<file path="src/rtl/sqrt_pkg.sv">
// Package: shared widths for the streaming square root unit.
// Assumes operand widths are even so that bit pairs divide them cleanly.
package sqrt_pkg;
    localparam int SQ_OPND_W   = 32;                 // operand width
    localparam int SQ_STREAM_W = 32;                 // stream word width
    localparam int SQ_ROOT_W   = SQ_OPND_W / 2 + 1;  // rounded root width
endpackage

</file>
<file path="src/rtl/sqrt_round_comb.sv">
// Module: combinational integer square root with round-to-nearest.
// Uses a digit-by-digit restoring method, one operand bit pair per step.
// The floor root is incremented when the remainder exceeds it. An exact
// half cannot occur for integers, so this is round to nearest.
// Assumes OPND_W is even.
module sqrt_round_comb #(
    parameter int OPND_W = 32,
    localparam int HALF_W = OPND_W / 2,
    localparam int ROOT_W = HALF_W + 1
) (
    input  logic [OPND_W-1:0] opnd,
    output logic [ROOT_W-1:0] root
);
    localparam int REM_W = HALF_W + 4;

    logic [REM_W-1:0]  rem_v;
    logic [REM_W-1:0]  trial_v;
    logic [HALF_W-1:0] flr_v;

    // Purpose: iterate over bit pairs, then round the floor root.
    always_comb begin
        rem_v   = '0;
        flr_v   = '0;
        trial_v = '0;
        for (int i = HALF_W - 1; i >= 0; i--) begin
            rem_v   = {rem_v[REM_W-3:0], opnd[2*i +: 2]};
            trial_v = REM_W'({flr_v, 2'b01});
            if (rem_v >= trial_v) begin
                rem_v = rem_v - trial_v;
                flr_v = {flr_v[HALF_W-2:0], 1'b1};
            end else begin
                flr_v = {flr_v[HALF_W-2:0], 1'b0};
            end
        end
        root = ROOT_W'(flr_v) + ROOT_W'(rem_v > REM_W'(flr_v));
    end
endmodule

</file>
<file path="src/rtl/sqrt_core.sv">
// Module: registered, non-pipelined square root datapath.
// The operand register loads on nd. The result register loads one edge later,
// and rdy pulses for one cycle with the result. ce low freezes every register.
// sclr clears the valid flags whatever ce is. Assumes nd is not raised while
// an operation is still inside.
module sqrt_core #(
    parameter int OPND_W = 32,
    localparam int ROOT_W = OPND_W / 2 + 1
) (
    input  logic              clk,
    input  logic              rst_n,
    input  logic              ce,
    input  logic              sclr,
    input  logic              nd,
    input  logic [OPND_W-1:0] x_in,
    output logic [ROOT_W-1:0] x_out,
    output logic              rdy
);
    logic [OPND_W-1:0] opnd_q;
    logic              stage_v;
    logic [ROOT_W-1:0] root_c;

    sqrt_round_comb #(.OPND_W(OPND_W)) u_root (
        .opnd (opnd_q),
        .root (root_c)
    );

    // Purpose: input register and its valid flag.
    always_ff @(posedge clk) begin
        if (!rst_n) begin
            opnd_q  <= '0;
            stage_v <= 1'b0;
        end else if (sclr) begin
            stage_v <= 1'b0;
        end else if (ce) begin
            stage_v <= nd;
            if (nd) opnd_q <= x_in;
        end
    end

    // Purpose: output register and the one-cycle ready strobe.
    always_ff @(posedge clk) begin
        if (!rst_n) begin
            x_out <= '0;
            rdy   <= 1'b0;
        end else if (sclr) begin
            rdy <= 1'b0;
        end else if (ce) begin
            rdy <= stage_v;
            if (stage_v) x_out <= root_c;
        end
    end

    AST_CE_FREEZE: assert property (@(posedge clk) disable iff (!rst_n)
        (!ce && !sclr) |=> ($stable(rdy) && $stable(x_out)));
    AST_SCLR_IDLE: assert property (@(posedge clk) disable iff (!rst_n)
        sclr |=> !rdy);
    AST_ROOT_RANGE: assert property (@(posedge clk) disable iff (!rst_n)
        rdy |-> (x_out <= ROOT_W'(1) << (OPND_W / 2)));
endmodule

</file>
<file path="src/rtl/sqrt_stream_ctrl.sv">
// Module: stream-side control for one operation in flight.
// Acknowledges an input word only when idle. It holds a finished result
// until the consumer has room, and it tracks busy from accept to write.
// Assumes out_full is a level that means "do not write now".
module sqrt_stream_ctrl (
    input  logic clk,
    input  logic rst_n,
    input  logic ce,
    input  logic sclr,
    input  logic in_valid,
    output logic in_read,
    input  logic out_full,
    output logic out_write,
    input  logic core_rdy,
    output logic core_nd
);
    logic busy_q;
    logic pend_q;

    // Purpose: accept and write decisions for the current cycle.
    always_comb begin
        in_read   = in_valid && ce && !sclr && !busy_q;
        core_nd   = in_read;
        out_write = ce && !sclr && !out_full && (core_rdy || pend_q);
    end

    // Purpose: busy spans accept to write; pend keeps a blocked result.
    always_ff @(posedge clk) begin
        if (!rst_n || sclr) begin
            busy_q <= 1'b0;
            pend_q <= 1'b0;
        end else if (ce) begin
            if (out_write) begin
                busy_q <= 1'b0;
                pend_q <= 1'b0;
            end else begin
                if (in_read)  busy_q <= 1'b1;
                if (core_rdy) pend_q <= 1'b1;
            end
        end
    end

    AST_NO_WRITE_FULL: assert property (@(posedge clk) disable iff (!rst_n)
        out_full |-> !out_write);
    AST_ONE_IN_FLIGHT: assert property (@(posedge clk) disable iff (!rst_n)
        (core_rdy || pend_q) |-> !in_read);
    AST_PEND_KEPT: assert property (@(posedge clk) disable iff (!rst_n)
        ((core_rdy || pend_q) && out_full && ce && !sclr) |=> pend_q);
endmodule

</file>
<file path="src/rtl/sqrt_stream_unit.sv">
// Module: top of the streaming integer square root unit.
// Joins the stream control to the square root datapath and zero-extends
// the root into the stream word. Assumes STREAM_W >= ROOT_W.
module sqrt_stream_unit
    import sqrt_pkg::*;
#(
    parameter int OPND_W   = SQ_OPND_W,
    parameter int STREAM_W = SQ_STREAM_W,
    localparam int ROOT_W  = OPND_W / 2 + 1
) (
    input  logic                clk,
    input  logic                rst_n,
    input  logic                ce,
    input  logic                sclr,
    input  logic [OPND_W-1:0]   in_data,
    input  logic                in_valid,
    output logic                in_read,
    output logic [STREAM_W-1:0] out_data,
    output logic                out_ctrl,
    output logic                out_write,
    input  logic                out_full
);
    logic              core_nd;
    logic              core_rdy;
    logic [ROOT_W-1:0] core_root;

    sqrt_stream_ctrl u_ctrl (
        .clk       (clk),
        .rst_n     (rst_n),
        .ce        (ce),
        .sclr      (sclr),
        .in_valid  (in_valid),
        .in_read   (in_read),
        .out_full  (out_full),
        .out_write (out_write),
        .core_rdy  (core_rdy),
        .core_nd   (core_nd)
    );

    sqrt_core #(.OPND_W(OPND_W)) u_core (
        .clk   (clk),
        .rst_n (rst_n),
        .ce    (ce),
        .sclr  (sclr),
        .nd    (core_nd),
        .x_in  (in_data),
        .x_out (core_root),
        .rdy   (core_rdy)
    );

    // Purpose: place the root in the low bits of the stream word.
    always_comb begin
        out_data = {{(STREAM_W - ROOT_W){1'b0}}, core_root};
        out_ctrl = 1'b0;
    end

    AST_LATENCY_TWO: assert property (@(posedge clk) disable iff (!rst_n)
        (in_read && !sclr) ##1 (ce && !sclr) |=> core_rdy);
    AST_HOLD_DATA: assert property (@(posedge clk) disable iff (!rst_n)
        (core_rdy && out_full && ce && !sclr) |=> $stable(out_data));
endmodule

</file>
<file path="config.mk">
export PLATFORM = sky130hd
export DESIGN_NAME = sqrt_stream_unit
export DESIGN_NICKNAME = d
export VERILOG_FILES = /design/src/rtl/sqrt_pkg.sv /design/src/rtl/sqrt_round_comb.sv /design/src/rtl/sqrt_core.sv /design/src/rtl/sqrt_stream_ctrl.sv /design/src/rtl/sqrt_stream_unit.sv
export SDC_FILE = /design/constraint.sdc
export NUM_CORES = 1
export LEC_CHECK = 0
export BUFFER_PORTS_ARGS = -buffer_cell sky130_fd_sc_hd__buf_2
export CAP_MARGIN = 15
export CORE_MARGIN = 2
export CORE_UTILIZATION = 45
export DETAILED_ROUTE_END_ITERATION = 10
export PLACE_DENSITY = 0.69
export SETUP_SLACK_MARGIN = 0.05
export SYNTH_ARGS = -nofsm -noshare
export SYNTH_HDL_FRONTEND = slang
export SYNTH_SLANG_ARGS = --single-unit
</file>
<file path="constraint.sdc">
create_clock -name clk -period 36.8 [get_ports clk]
set_input_delay 3.68 -clock clk [delete_from_list [all_inputs] [get_ports clk]]
set_output_delay 3.68 -clock clk [all_outputs]
set_load 0.01 [all_outputs]
</file>
# Word-level counts from Yosys, hierarchy flattened
# Index checks and enable logic that the tools add are counted.
totals:
  latchBits: 0
  mem_count: 0
  elab_cells: 97
  rom_bits: 0
  inputBits: 38
  regBits: 53
  mem_bits_rw: 0
classes:
  eq_ne: 0
  shifts: 0
  bitwise_logic: 2
  order_cmp: 17
  div: 0
  mul: 0
  n_addsub: 17
  n_mux: 36
  reduce_logical: 19
op_table:
  columns: ["cell", "n"]
  rows:
  - ["18-bit two-way mux", 15]
  - ["20-bit by 10-bit >= comparator with 1-bit output", 1]
  - ["20-bit by 11-bit >= comparator with 1-bit output", 1]
  - ["20-bit by 12-bit >= comparator with 1-bit output", 1]
  - ["20-bit by 13-bit >= comparator with 1-bit output", 1]
  - ["20-bit by 14-bit >= comparator with 1-bit output", 1]
  - ["20-bit by 15-bit >= comparator with 1-bit output", 1]
  - ["20-bit by 16-bit >= comparator with 1-bit output", 1]
  - ["20-bit by 17-bit >= comparator with 1-bit output", 1]
  - ["20-bit by 3-bit >= comparator with 1-bit output", 1]
  - ["20-bit by 4-bit >= comparator with 1-bit output", 1]
  - ["20-bit by 5-bit >= comparator with 1-bit output", 1]
  - ["20-bit by 6-bit >= comparator with 1-bit output", 1]
  - ["20-bit by 7-bit >= comparator with 1-bit output", 1]
  - ["20-bit by 8-bit >= comparator with 1-bit output", 1]
  - ["20-bit by 9-bit >= comparator with 1-bit output", 1]
  - ["20-bit by 16-bit > comparator with 1-bit output", 1]
  - ["1-bit two-way mux", 20]
  - ["20-bit two-way mux", 1]
  - ["20-bit by 17-bit subtractor with 20-bit output", 1]
  - ["18-bit by 10-bit subtractor with 18-bit output", 1]
  - ["18-bit by 11-bit subtractor with 18-bit output", 1]
  - ["18-bit by 12-bit subtractor with 18-bit output", 1]
  - ["18-bit by 13-bit subtractor with 18-bit output", 1]
  - ["21 further kinds", 34]

# Longest topological paths before layout
logic_depth:
  depth_word: 34
  depth_mapped: 214
  ltp_nobuf: 192

# By module
# From an unflattened synthesis, not the netlist that was laid out.
unflattened:
  cells_unflattened: 2428
  hier_area_um2: 16713.5
modules_own_cells:
  columns: ["mod", "n_inst", "cells_each", "seq_area_each_um2", "area_each_um2"]
  rows:
  - ["sqrt_round_comb", 1, 2176, 0.0, 14388.8]
  - ["sqrt_core", 1, 222, 1021.0, 2088.3]
  - ["sqrt_stream_unit", 1, 17, 0.0, 123.9]
  - ["sqrt_stream_ctrl", 1, 13, 40.0, 112.6]

# Least setup slack after synthesis
# Ideal clock, no wire load.
synth_path:
  kind: "register to register"
  from: "register u_core.opnd_q[28]"
  to: "register u_core.x_out[14]"
  stages_incl_launch_ff: 201
  setup_slack_ps: -2541
  path_buffers: 25
  required_ps: 36684
  arrival_time_ps: 39225
  setup_ps: 116
  path_cell_list: "dfxtp_1 > inv_1 > ha_1 > buf_6 > nor3b_2 > nor2_1 > inv_2 > o21ai_0 > ha_1 > inv_1 > nor2_1 > o21a_1 > nor2_1 > nand2_1 > a21oi_1 > ha_1 > nor2b_1 > and3_1 > [... 165 more ...] > mux2i_1 > ha_1 > nor2b_1 > o21ai_0 > nand2b_1 > a21oi_1 > nor3_1 > a2111oi_0 > nor2_1 > a211oi_1 > o211ai_1 > ha_1 > ha_1 > nand3_1 > or3_1 > xnor2_1 > nand2_1 > o211a_1"
synth_between:
  elab_chain_cells: 32
synth_rtl:
  columns: ["item", "line", "text"]
  rows:
  - ["start, declared", "sqrt_core.sv:19", "logic [OPND_W-1:0] opnd_q;"]
  - ["start signal, assigned", "sqrt_core.sv:37", "if (nd) opnd_q <= x_in;"]
  - ["18-bit by 3-bit subtractor with 18-bit output / 20-bit by 3-bit >= comparator with 1-bit output (equally long branches)", "sqrt_round_comb.sv:29, sqrt_round_comb.sv:28", null]
  - ["18-bit two-way mux / 1-bit two-way mux (equally long branches)", "sqrt_round_comb.sv:28", "if (rem_v >= trial_v) begin"]
  - ["18-bit by 4-bit subtractor with 18-bit output / 20-bit by 4-bit >= comparator with 1-bit output (equally long branches)", "sqrt_round_comb.sv:29, sqrt_round_comb.sv:28", null]
  - ["18-bit two-way mux / 1-bit two-way mux (equally long branches)", "sqrt_round_comb.sv:28", null]
  - ["18-bit by 5-bit subtractor with 18-bit output / 20-bit by 5-bit >= comparator with 1-bit output (equally long branches)", "sqrt_round_comb.sv:29, sqrt_round_comb.sv:28", null]
  - ["18-bit two-way mux / 1-bit two-way mux (equally long branches)", "sqrt_round_comb.sv:28", null]
  - ["18-bit by 6-bit subtractor with 18-bit output / 20-bit by 6-bit >= comparator with 1-bit output (equally long branches)", "sqrt_round_comb.sv:29, sqrt_round_comb.sv:28", null]
  - ["18-bit two-way mux / 1-bit two-way mux (equally long branches)", "sqrt_round_comb.sv:28", null]
  - ["[... 16 more ...]", null, null]
  - ["18-bit by 15-bit subtractor with 18-bit output / 20-bit by 15-bit >= comparator with 1-bit output (equally long branches)", "sqrt_round_comb.sv:29, sqrt_round_comb.sv:28", null]
  - ["18-bit two-way mux / 1-bit two-way mux (equally long branches)", "sqrt_round_comb.sv:28", null]
  - ["18-bit by 16-bit subtractor with 18-bit output / 20-bit by 16-bit >= comparator with 1-bit output (equally long branches)", "sqrt_round_comb.sv:29, sqrt_round_comb.sv:28", null]
  - ["18-bit two-way mux / 1-bit two-way mux (equally long branches)", "sqrt_round_comb.sv:28", null]
  - ["20-bit by 17-bit subtractor with 20-bit output / 20-bit by 17-bit >= comparator with 1-bit output (equally long branches)", "sqrt_round_comb.sv:29, sqrt_round_comb.sv:28", null]
  - ["20-bit two-way mux / 1-bit two-way mux (equally long branches)", "sqrt_round_comb.sv:28", null]
  - ["20-bit by 16-bit > comparator with 1-bit output", "sqrt_round_comb.sv:35", "root = ROOT_W'(flr_v) + ROOT_W'(rem_v > REM_W'(flr_v));"]
  - ["16-bit by 1-bit adder with 17-bit output (*)", "sqrt_round_comb.sv:35", null]
  - ["end signal, assigned", "sqrt_core.sv:50", "if (stage_v) x_out <= root_c;"]
  - ["end, declared", "sqrt_core.sv:16", "output logic [ROOT_W-1:0] x_out,"]
# Every way passes the cells marked *; elsewhere a longest branch is shown, timed or not.
# A chain may end at the register's enable or synchronous reset.

# Worst setup path in the final report
layout_path:
  from: "register u_core.opnd_q[30]"
  to: "register u_core.x_out[6]"
layout_between:
  elab_chain_cells: 34
layout_rtl:
  columns: ["item", "line"]
  rows:
  - ["2-bit by 1-bit subtractor with 3-bit output / 2-bit by 1-bit >= comparator with 1-bit output (equally long branches)", "sqrt_round_comb.sv:29, sqrt_round_comb.sv:28"]
  - ["18-bit two-way mux / 1-bit two-way mux (equally long branches)", "sqrt_round_comb.sv:28"]
  - ["18-bit by 3-bit subtractor with 18-bit output / 20-bit by 3-bit >= comparator with 1-bit output (equally long branches)", "sqrt_round_comb.sv:29, sqrt_round_comb.sv:28"]
  - ["18-bit two-way mux / 1-bit two-way mux (equally long branches)", "sqrt_round_comb.sv:28"]
  - ["18-bit by 4-bit subtractor with 18-bit output / 20-bit by 4-bit >= comparator with 1-bit output (equally long branches)", "sqrt_round_comb.sv:29, sqrt_round_comb.sv:28"]
  - ["18-bit two-way mux / 1-bit two-way mux (equally long branches)", "sqrt_round_comb.sv:28"]
  - ["18-bit by 5-bit subtractor with 18-bit output / 20-bit by 5-bit >= comparator with 1-bit output (equally long branches)", "sqrt_round_comb.sv:29, sqrt_round_comb.sv:28"]
  - ["18-bit two-way mux / 1-bit two-way mux (equally long branches)", "sqrt_round_comb.sv:28"]
  - ["[... 18 more ...]", null]
  - ["18-bit by 15-bit subtractor with 18-bit output / 20-bit by 15-bit >= comparator with 1-bit output (equally long branches)", "sqrt_round_comb.sv:29, sqrt_round_comb.sv:28"]
  - ["18-bit two-way mux / 1-bit two-way mux (equally long branches)", "sqrt_round_comb.sv:28"]
  - ["18-bit by 16-bit subtractor with 18-bit output / 20-bit by 16-bit >= comparator with 1-bit output (equally long branches)", "sqrt_round_comb.sv:29, sqrt_round_comb.sv:28"]
  - ["18-bit two-way mux / 1-bit two-way mux (equally long branches)", "sqrt_round_comb.sv:28"]
  - ["20-bit by 17-bit subtractor with 20-bit output / 20-bit by 17-bit >= comparator with 1-bit output (equally long branches)", "sqrt_round_comb.sv:29, sqrt_round_comb.sv:28"]
  - ["20-bit two-way mux / 1-bit two-way mux (equally long branches)", "sqrt_round_comb.sv:28"]
  - ["20-bit by 16-bit > comparator with 1-bit output", "sqrt_round_comb.sv:35"]
  - ["16-bit by 1-bit adder with 17-bit output (*)", "sqrt_round_comb.sv:35"]
# Marked as above.

==> impl_metrics.toml <==
[status]
status = "finished clean"

[finish]
area_delta_synth_final_pct = 11.74
drive_gt1_share_pct = 15.49
final_nets = 2702
final_cell_mix = "nand2_1, nor2_1, a21oi_1, ha_1, xnor2_1"
final_core_util_pct = 50.96
final_common_cell = "nand2_1"
num_antenna_cells = 0

[sta]
slew_viol_final = 0
max_freq_mhz = 28.59
fin_crit_ns = 34.98
final-hold-violation-count = 0
relSlewSlack_pct = 21.69
worst_slew_pin_slew_ns = 1.162
finalSetupTns_ns = 0
clock_skew_ns = 0.02494
fin_crit_sh_pct = 95.04
setup_violations = 0

[floorplan]
ios = 73
coreArea_um2 = 36610
placementRows = 70
initial_utilization_pct = 45.60
dieArea_um2 = 38660
die_h_um = 196.6
die_x_um = 196.6

[logic_synthesis]
syn_inst = 2406
ys_ff_latch = 53
synth_ff_type = "dfxtp_1"
syn_area_um2 = 16700
synth_edf_count = 0
postSynthAreaPerCell_um2 = 6.939
ys_warn_count = 0
async_flop_share_pct = 0
yosysSeqAreaShare_pct = 6.355
ys_types = 127

[clock_network]
cts-root-buf = "clkbuf_16"
cts.sinks = 53
cts_max_level = 2
cts_buffers = 5
cts_buffer_depth = 2
clk_pin_slew_ns = 0.08
clock_latency_ns = 0.34
cts_hold_repair.buffers = 0
cts_tree = "done"

[routing]
avgViaCountPerCell = 6.477
drcViolationCount = 0
ant_nets = 0
drt_wl_total_um = 61590
vias = 19220
wl_per_cell_um = 20.76
drtPass1Iterations = 6
drtIter0Drc = 1976

[worst_setup_path]
cp.arrival_ns = 35.22
path_buf_inv = 8
cp_max_fo = 30
cp_top_family = "compound AO/OA/AOI/OAI gates"
crit_path_max_incr_delay_ns = 0.57
end_kind = "flop"
critPathSlowestCell = "or4_4"
crit_type = "reg2reg"
worstSetupStartpoint = "u_core.opnd_q[30]"
start_kind = "flop"
crit_path_frequent_cell = "a21o_1"
cp_data_required_time_ns = 37.05
worstReg2RegStart = "u_core.opnd_q[30]"

[hold_path]
min_path_type = "reg2reg"
min_from = "u_core.x_out[8]"

[place]
place_hpwl_um = 47140
portBuffers = 56
gp_congestion = 0.9944

[global_route]
antenna_found_initial = 1
grt_max_degree = 51
grt_pass1_vias = 17060
grt-ovfl-total = 0
grt_pass1_wl_um = 94460
grt_use_total_pct = 30.17

[run]
max_cap_viol_count = 0
-- cells by family after synthesis --
family / share of synthesized area, %
and+or+nand+nor: 27.59
muxes: 3.867
buffers and inverters: 5.665
adders and majority gates: 12.81
other: 0.04498
DFF: 6.355
xor gates and xnor gates: 9.727
AOI/OAI and AO/OA: 33.95
-- Yosys cell counts (all sizes together), types with 12 or more instances --
master,number,area (um^2)
a31oi,33,206.5
clkbuf,53,198.9
or2,25,156.4
mux2i,27,270.3
buf,48,335.3
nor3,74,385.4
nor4,31,221.5
o211a,13,130.1
xor2,56,490.5
a21oi,200,1031
mux2,33,375.4
nand4,26,183.9
and2,43,271.5
a21boi,43,326.6
nand3,82,437.9
a211oi,34,287.8
and3,32,205.2
inv,108,407.9
o31ai,23,186.4
o21ai,150,754.5
nor2b,25,156.4
o21bai,26,195.2
o211ai,29,231.5
o22ai,13,107.6
a21o,81,615.6
nand2,244,933.4
nand2b,31,193.9
o21a,29,219.0
or3,40,260.3
dfxtp,53,1061
ha,166,2077
or4,12,97.59
nor2,214,808.3
xnor2,126,1111
-- stage by stage --
step / instance area (um^2) / worst slack, ns / std cells / hold slack, ns
after CTS: 17950 / 0.06206 / 2934 / 0.4788
after global routing: 18660 / -0.2242 / 2967 / 0.4952
after floorplan: 16830 / 0.07768 / 2422 / 0.4435
after detailed placement: 17700 / -1.220 / 2919 / 0.4688
final: 18660 / 1.824 / 2967 / 0.4782
after global placement: 17700 / -0.3277 / 2919 / 0.4560
-- sequential cells by signal (all words and copies together), names as in the netlist --
signal          cells
u_core.opnd_q      32
u_core.x_out       17
u_core.rdy          1
u_core.stage_v      1
u_ctrl.busy_q       1
u_ctrl.pend_q       1
-- layout make-up --
cell class                      instances  area [um^2]
Fill cell                            3714        17950
Multi-Input combinational cell       2165        15310
Timing Repair Buffer                  163         1096
Sequential cell                        53         1070
Tap cell                              468        585.6
Inverter                              109        439.2
Clock buffer                            5        125.1
Clock inverter                          3        25.02
Timing Repair inverter                  1        8.758
-- layer usage --
layer	global-route usage, %	vias to the layer above	part of all wire (%)
li1	-	9139	-
met1	44.21	9102	47
met2	47.41	863	43
met3	2.704	111	7.8
met4	7.380	2	2.4
met5	0	-	0.021
-- worst register-to-register path: cells and delay by family (launching register included) --
| family | cells | cell delay (ns) |
|---|---|---|
| buffers and inverters | 8 | 1.32 |
| xor gates and xnor gates | 3 | 0.48 |
| muxes | 8 | 2.30 |
| DFF | 1 | 0.43 |
| and+or+nand+nor | 65 | 10.75 |
| adders and majority gates | 18 | 6.15 |
| AOI/OAI and AO/OA | 65 | 13.37 |
-- what timing repair did --
| item | in CTS | in global routing |
|---|---|---|
| setup endpoints to repair | 17 | 17 |
| cloned | 3 | 4 |
| pin swaps | 3 | 14 |
| resized for setup | 12 | 111 |
| buffers inserted | 4 | 29 |
-- path summary, 6_finish.rpt --
| kind | endpoint | slack, ns | depth (start not counted) |
|---|---|---|---|
| worst max-delay path | u_core.x_out[6] | 1.82 | 167 |
| worst min-delay path | u_core.x_out[8] | 0.48 | 2 |
| worst max register to register | u_core.x_out[6] | 1.82 | 167 |
| worst min register to register | u_core.x_out[8] | 0.48 | 2 |
Power is left out: the tool's default activity adds up to more than one toggle a clock period on the data nets, which glitch-free logic cannot reach.
